File: config.mk
export PLATFORM = sky130hd
export DESIGN_NAME = ppg_top
export DESIGN_NICKNAME = d
export VERILOG_FILES = /design/src/rtl/ppg_pkg.sv /design/src/rtl/ppg_trig_sel.sv /design/src/rtl/ppg_regs.sv /design/src/rtl/ppg_out_stage.sv /design/src/rtl/ppg_top.sv
export SDC_FILE = /design/constraint.sdc
export NUM_CORES = 1
export LEC_CHECK = 0
export ABC_AREA = 1
export BUFFER_PORTS_ARGS = -buffer_cell sky130_fd_sc_hd__buf_4
export CORE_MARGIN = 10
export CORE_UTILIZATION = 50
export DETAILED_ROUTE_END_ITERATION = 8
export PLACE_DENSITY = 0.79
export SLEW_MARGIN = 5
export SYNTH_ARGS = -nofsm -noshare
export SYNTH_HDL_FRONTEND = slang
export SYNTH_SLANG_ARGS = --single-unit
File: constraint.sdc
create_clock -name clk_i -period 3 [get_ports clk_i]
set_input_delay 0.6 -clock clk_i [delete_from_list [all_inputs] [get_ports clk_i]]
set_output_delay 0.6 -clock clk_i [all_outputs]
set_load 0.005 [all_outputs]
File: src/rtl/ppg_pkg.sv
package ppg_pkg;
    localparam int GROUPS   = 4;
    localparam int GROUP_W  = 4;
    localparam int WIDTH    = GROUPS * GROUP_W;
    localparam int TRIGS    = 4;
    localparam int SEL_W    = $clog2(TRIGS);
    localparam int TSEL_W   = GROUPS * SEL_W;
    localparam int ADDR_W   = 3;

    typedef enum logic [ADDR_W-1:0] {
        REG_DIR  = 3'd0,
        REG_ENA  = 3'd1,
        REG_ODAT = 3'd2,
        REG_NEXT = 3'd3,
        REG_TSEL = 3'd4,
        REG_POL  = 3'd5
    } ppg_reg_e;

    typedef struct packed {
        logic [WIDTH-1:0]  dir;
        logic [WIDTH-1:0]  ena;
        logic [WIDTH-1:0]  odat;
        logic [WIDTH-1:0]  nxt;
        logic [TSEL_W-1:0] tsel;
        logic [WIDTH-1:0]  pol;
    } ppg_regs_t;
endpackage

File: src/rtl/ppg_trig_sel.sv
module ppg_trig_sel
    import ppg_pkg::*;
(
    input  logic [TRIGS-1:0]  trig_i,
    input  logic [TSEL_W-1:0] tsel_i,
    input  logic [WIDTH-1:0]  ena_i,
    output logic [WIDTH-1:0]  load_o
);
    for (genvar g = 0; g < GROUPS; g++) begin : g_grp
        logic [SEL_W-1:0] sel;
        logic             fire;

        assign sel  = tsel_i[g*SEL_W +: SEL_W];
        assign fire = trig_i[sel];
        assign load_o[g*GROUP_W +: GROUP_W] =
            {GROUP_W{fire}} & ena_i[g*GROUP_W +: GROUP_W];
    end
endmodule

File: src/rtl/ppg_regs.sv
module ppg_regs
    import ppg_pkg::*;
(
    input  logic              clk_i,
    input  logic              rst_ni,
    input  logic              wr_i,
    input  logic [ADDR_W-1:0] addr_i,
    input  logic [WIDTH-1:0]  wdata_i,
    input  logic [WIDTH-1:0]  load_i,
    output ppg_regs_t         regs_o,
    output logic [WIDTH-1:0]  rdata_o
);
    ppg_regs_t st_d, st_q;

    always_comb begin
        st_d = st_q;
        // trigger transfer: load_i is already limited to enabled bits
        st_d.odat = (st_q.odat & ~load_i) | (st_q.nxt & load_i);
        if (wr_i) begin
            case (ppg_reg_e'(addr_i))
                REG_DIR:  st_d.dir  = wdata_i;
                REG_ENA:  st_d.ena  = wdata_i;
                REG_ODAT: st_d.odat = (st_d.odat & st_q.ena) | (wdata_i & ~st_q.ena);
                REG_NEXT: st_d.nxt  = wdata_i;
                REG_TSEL: st_d.tsel = wdata_i[TSEL_W-1:0];
                REG_POL:  st_d.pol  = wdata_i;
                default:  ;
            endcase
        end
    end

    always_ff @(posedge clk_i or negedge rst_ni) begin
        if (!rst_ni) st_q <= '0;
        else         st_q <= st_d;
    end

    always_comb begin
        case (ppg_reg_e'(addr_i))
            REG_DIR:  rdata_o = st_q.dir;
            REG_ENA:  rdata_o = st_q.ena;
            REG_ODAT: rdata_o = st_q.odat;
            REG_NEXT: rdata_o = st_q.nxt;
            REG_TSEL: rdata_o = {{(WIDTH-TSEL_W){1'b0}}, st_q.tsel};
            REG_POL:  rdata_o = st_q.pol;
            default:  rdata_o = '0;
        endcase
    end

    assign regs_o = st_q;
endmodule

File: src/rtl/ppg_out_stage.sv
module ppg_out_stage
    import ppg_pkg::*;
(
    input  logic [WIDTH-1:0] dir_i,
    input  logic [WIDTH-1:0] ena_i,
    input  logic [WIDTH-1:0] odat_i,
    input  logic [WIDTH-1:0] pol_i,
    output logic [WIDTH-1:0] pin_o,
    output logic [WIDTH-1:0] oe_o
);
    for (genvar i = 0; i < WIDTH; i++) begin : g_bit
        logic gate;
        assign gate     = dir_i[i] & ena_i[i];
        assign oe_o[i]  = gate;
        assign pin_o[i] = gate & (odat_i[i] ^ pol_i[i]);
    end
endmodule

File: src/rtl/ppg_top.sv
module ppg_top
    import ppg_pkg::*;
(
    input  logic              clk_i,
    input  logic              rst_ni,
    input  logic              bus_wr_i,
    input  logic [ADDR_W-1:0] bus_addr_i,
    input  logic [WIDTH-1:0]  bus_wdata_i,
    output logic [WIDTH-1:0]  bus_rdata_o,
    input  logic [TRIGS-1:0]  trig_i,
    output logic [WIDTH-1:0]  pin_o,
    output logic [WIDTH-1:0]  pin_oe_o
);
    ppg_regs_t        regs;
    logic [WIDTH-1:0] load_mask;
    logic [WIDTH-1:0] odat_w, nxt_w, ena_w;

    assign odat_w = regs.odat;
    assign nxt_w  = regs.nxt;
    assign ena_w  = regs.ena;

    ppg_trig_sel u_trig (
        .trig_i (trig_i),
        .tsel_i (regs.tsel),
        .ena_i  (regs.ena),
        .load_o (load_mask)
    );

    ppg_regs u_regs (
        .clk_i   (clk_i),
        .rst_ni  (rst_ni),
        .wr_i    (bus_wr_i),
        .addr_i  (bus_addr_i),
        .wdata_i (bus_wdata_i),
        .load_i  (load_mask),
        .regs_o  (regs),
        .rdata_o (bus_rdata_o)
    );

    ppg_out_stage u_out (
        .dir_i  (regs.dir),
        .ena_i  (regs.ena),
        .odat_i (regs.odat),
        .pol_i  (regs.pol),
        .pin_o  (pin_o),
        .oe_o   (pin_oe_o)
    );
endmodule

* Word-level counts from Yosys, hierarchy flattened
Cells that the tools add are included.
Operators by class: bitwise operators 60, mux-type cells 14, eq/ne operators 5, reductions and logical operators 6, $lt $le $gt $ge 4
Operators with widths (count):
- case mux 16 bit (6 select lines) | 1
- AND 16 bit | 4
- 2-to-1 mux 56 bit | 1
- 2-to-1 mux 16 bit | 3
- AND 1 bit | 32
- inverter 16 bit | 2
- OR 16 bit | 2
- AND 4 bit | 4
- XOR 1 bit | 16
- less-than comparator 2 x 3 -> 1 bit, second input constant | 4
- AND reduction 2 bit | 5
- binary-select mux 1 bit (select 2 bit) | 4
- 2-to-1 mux 8 bit | 1
- equality test 3 x 2 -> 1 bit, second input constant | 2
- equality test 3 bit, second input constant | 2
- 2-to-1 mux 1 bit | 4
- equality test 3 x 1 -> 1 bit, second input constant | 1
- zero test 3 bit | 1
Word-level totals: bits in registers 88, input port bits 26, logic and storage cells 95

* Logic depth before layout (Yosys ltp)
word-level depth 10, depth in mapped cells 8, gate-level depth less buffers 8

* Hierarchy
From an unflattened synthesis, not the netlist that was laid out.
Unflattened totals: cell total of the unflattened synthesis 809, area, all modules 5602.9 sq um
By module, submodules not included:
- ppg_regs | times used 1, cells an instance 629, area an instance 4727.0 sq um
- ppg_out_stage | times used 1, cells an instance 112, area an instance 560.5 sq um
- ppg_trig_sel | times used 1, cells an instance 68, area an instance 315.3 sq um

* Worst setup path after synthesis
No wires, ideal clock.
path kind input to output, start point input port bus_addr_i[0], end point output port bus_rdata_o[1], arrival time 1361 ps, stages 6, path slack 1039 ps, buffers on the path 1, data required time 2400 ps, cell sequence nor2_1 -> nand2_1 -> inv_2 -> clkbuf_1 -> nand2_1 -> nand4_1
On the way: longest elaborated chain between the ends 2
RTL lines:
- start: declaration | line ppg_top.sv:7 | input logic [ADDR_W-1:0] bus_addr_i,
- equality test 3 bit, or another cell as far along | line ppg_regs.sv:38 | case (ppg_reg_e'(addr_i))
- case mux 16 bit (6 select lines) (*) | line ppg_regs.sv:38
- end: declaration | line ppg_top.sv:9 | output logic [WIDTH-1:0] bus_rdata_o,
Mark *: on every way between the ends. The rest lies on a longest branch, timed or not.

* Worst setup path in the final report
Same ends and word-level chain as after synthesis.

==> flow_summary.json <==
{
  "wirelength_mm": 12.8,
  "avgSynthCellArea_um2": 7.55,
  "critPathRequiredTime_ns": 2.40,
  "setup_violations": 0,
  "finalCritPeriodShare_pct": 82.2,
  "worst_slew_pin_slew_ns": 0.614,
  "clk_pin_slew_worst_paths_ns": 0.08,
  "worst_hold_slack_ns": 0.0165,
  "row_count": 35,
  "cpPeakStageDelay_ns": 0.40,
  "crit_fanout": 10,
  "pwr-share-clk_pct": 22.8,
  "ir_drop_uv": 282,
  "cp_slowest_cell": "nor3_4",
  "tritoncts": "built",
  "nets": 714,
  "critical_path.top_delay_family": "buffers and inverters",
  "hold_buffers": 0,
  "chipHeight_um": 118,
  "p_leak_nw": 2.86,
  "hold_viol": 0,
  "core_area_um2": 9280,
  "drv_slew": 0,
  "seq_power_share_pct": 48.8,
  "tns_ns": 0,
  "placed_area_um2": 5320,
  "die_w_um": 118,
  "ff2ff_setup_slack_ns": 1.62,
  "yosys_warnings": 0,
  "routabilityCongestion": 0.852,
  "largest_reg_flops": 88,
  "gr-total-overflow": 0,
  "area_growth_pct": 15.4,
  "cts_setup_buffers": 0,
  "first_global_vias": 4268,
  "end_kind": "output pin",
  "cts_sinks": 88,
  "switching_share_pct": 34.4,
  "cts.path.max_buffers": 2,
  "internal-power_mw": 2.37,
  "ioPinCount": 74,
  "viasPerCell": 5.44,
  "dieArea_um2": 13900,
  "vias": 4464,
  "drive_gt1_share_pct": 15.1,
  "p_comb_share_pct": 28.4,
  "h-tree-depth": 3,
  "postRouteAntennaNets": 0,
  "rr_worst_depth": 7,
  "antenna_found_initial": 0,
  "cts_root_buf": "clkbuf_8",
  "post_cts_resized": 0,
  "reg2reg_to": "u_regs.regs_o[55]$_DFF_PN0_",
  "cts_buffers": 9,
  "dp_hpwl_mm": 8.90,
  "p_sw_mw": 1.24,
  "drt_iter0_drc": 357,
  "rsz0062_at_grt": "false",
  "ys_seq_elements": 88,
  "start_kind": "input pin",
  "io_buffers": 73,
  "grt_max_degree": 88,
  "drt_pass1_iterations": 5,
  "seq_area_frac_synth_pct": 46.1,
  "diodes": 0,
  "reg2reg_from": "u_regs.regs_o[22]$_DFFE_PN0P_",
  "postSynthCellCount": 633,
  "status": "finished, final reports clean",
  "synth_fp_nets": 659,
  "wl_per_cell_um": 15.6,
  "hold_class": "in -> async",
  "crit_arrival_ns": 1.86,
  "maxCapViolations": 0,
  "grt_pass1_wl_mm": 21.3,
  "critPathBufInv": 5,
  "cp_common_cell": "buf_4",
  "track_usage_pct": 18.4,
  "cp_cell_sequence": "buf_4 -> inv_1 -> nor3_4 -> buf_4 -> nand2_1 -> o21ai_0 -> inv_1 -> nand4_1 -> buf_4",
  "start_util_pct": 51.5,
  "finalClockSkew_ns": 0.00990,
  "path_class": "in -> out",
  "drc_errors": 0,
  "fin_area_um2": 5520,
  "cellPowerDensity_nw_per_um2": 655,
  "synthDistinctLibCells": 28,
  "fmax_ghz": 0.406,
  "clk_latency_ns": 0.36,
  "synth_area_um2": 4780,
  "layout_min_cycle_time_ns": 2.46,
  "maxSlewHeadroom_pct": 59.0
}
## cell usage after synthesis
| master | instances | share of area, % |
|---|---|---|
| nand4_1 | 19 | 2.5 |
| nor3_4 | 1 | 0.34 |
| o21a_1 | 2 | 0.31 |
| a22oi_1 | 15 | 2.4 |
| o21ai_0 | 69 | 7.2 |
| nand2_2 | 1 | 0.13 |
| nand2_1 | 193 | 15 |
| o21bai_1 | 2 | 0.31 |
| o21ai_1 | 11 | 1.2 |
| buf_4 | 18 | 2.8 |
| xnor2_1 | 16 | 2.9 |
| dfrtp_1 | 88 | 46 |
| clkbuf_1 | 2 | 0.16 |
| nor2_1 | 25 | 2.0 |
| inv_1 | 75 | 5.9 |
| buf_6 | 2 | 0.47 |
| nand3_2 | 1 | 0.21 |
| inv_2 | 4 | 0.31 |
| nor2_2 | 1 | 0.13 |
| o22ai_1 | 2 | 0.26 |
| a21oi_1 | 8 | 0.84 |
| nand3b_1 | 1 | 0.16 |
| and3_1 | 1 | 0.13 |
| nand2_4 | 1 | 0.24 |
| o2111ai_1 | 1 | 0.18 |
| buf_2 | 13 | 1.4 |
| nand3_1 | 59 | 6.2 |
| clkbuf_2 | 2 | 0.21 |
## cells by family (layout without fill, tap and decap cells)
family / count (synthesis) / after routing / share of synthesized area [%]
and+or+nand+nor: 303 / 303 / 27.1
buffers and inverters: 116 / 174 / 11.2
AOI/OAI and AO/OA: 110 / 110 / 12.6
DFF: 88 / 88 / 46.1
xor gates and xnor gates: 16 / 16 / 2.93
## area by class of cell
class | instances | area, um2
clock buffers | 11 | 151
clock inverters | 3 | 42.5
fillers | 856 | 3770
inverters | 79 | 297
multi-input cells | 429 | 2040
flip-flops and latches | 88 | 2200
well taps | 129 | 161
repair buffers | 81 | 621
## worst max path at each step
stage	from	to	cells after the start	slack [ns]
CTS	bus_addr_i[0]	bus_rdata_o[1]	9	0.56
finish	bus_addr_i[0]	bus_rdata_o[1]	9	0.54
detailed placement	bus_addr_i[0]	bus_rdata_o[1]	9	0.56
global route	bus_addr_i[0]	bus_rdata_o[1]	9	0.46
global placement	bus_addr_i[0]	bus_rdata_o[1]	9	0.58
floorplan	bus_addr_i[0]	bus_rdata_o[1]	6	1.04
## stage by stage
stage	power (mW)	setup WS [ns]	util, %	std cells
after floorplan	2.41	1.04	-	633
after global placement	2.74	0.575	57.3	806
after detailed placement	2.80	0.556	57.3	806
after CTS	3.62	0.560	59.4	820
after global routing	3.87	0.461	59.4	820
final	3.61	0.535	59.4	820
## worst reg2reg max path: stages, from the launching register on
cell	delay [ns]
dfrtp_1	0.42
inv_1	0.12
nand2_1	0.07
nand3_1	0.27
nand3_1	0.16
nand3b_1	0.12
nand2_1	0.05
nor2_1	0.10
## layout by cell type, fill, tap and decap left out, types with 2 or more instances in the layout
| cell type | synthesis | final |
|---|---|---|
| o22ai_1 | 2 | 2 |
| buf_4 | 18 | 80 |
| xnor2_1 | 16 | 16 |
| o21bai_1 | 2 | 2 |
| inv_2 | 4 | 4 |
| a21oi_1 | 8 | 8 |
| nand3_1 | 59 | 59 |
| o21ai_1 | 11 | 11 |
| nand2_1 | 193 | 193 |
| o21ai_0 | 69 | 69 |
| clkbuf_8 | 0 | 11 |
| nand4_1 | 19 | 19 |
| a22oi_1 | 15 | 15 |
| o21a_1 | 2 | 2 |
| dfrtp_1 | 88 | 88 |
| inv_1 | 75 | 75 |
| nor2_1 | 25 | 25 |
## per-layer routing
metal,global-route usage (%),wire (um),vias to the layer above
li1,-,-,2141
met1,24.0,5430,2093
met2,29.5,6040,207
met3,4.56,1060,23
met4,5.26,259,0
met5,0,0,-
## power groups by stage
stage / registers, mW / clock network [mW] / logic (mW)
after floorplan: 1.71 / 0 / 0.707
after global placement: 1.76 / 0 / 0.978
after detailed placement: 1.77 / 0 / 1.03
after CTS: 1.75 / 0.835 / 1.03
after global routing: 1.81 / 0.885 / 1.18
final: 1.76 / 0.824 / 1.03
(Power assumes the default switching activity.)
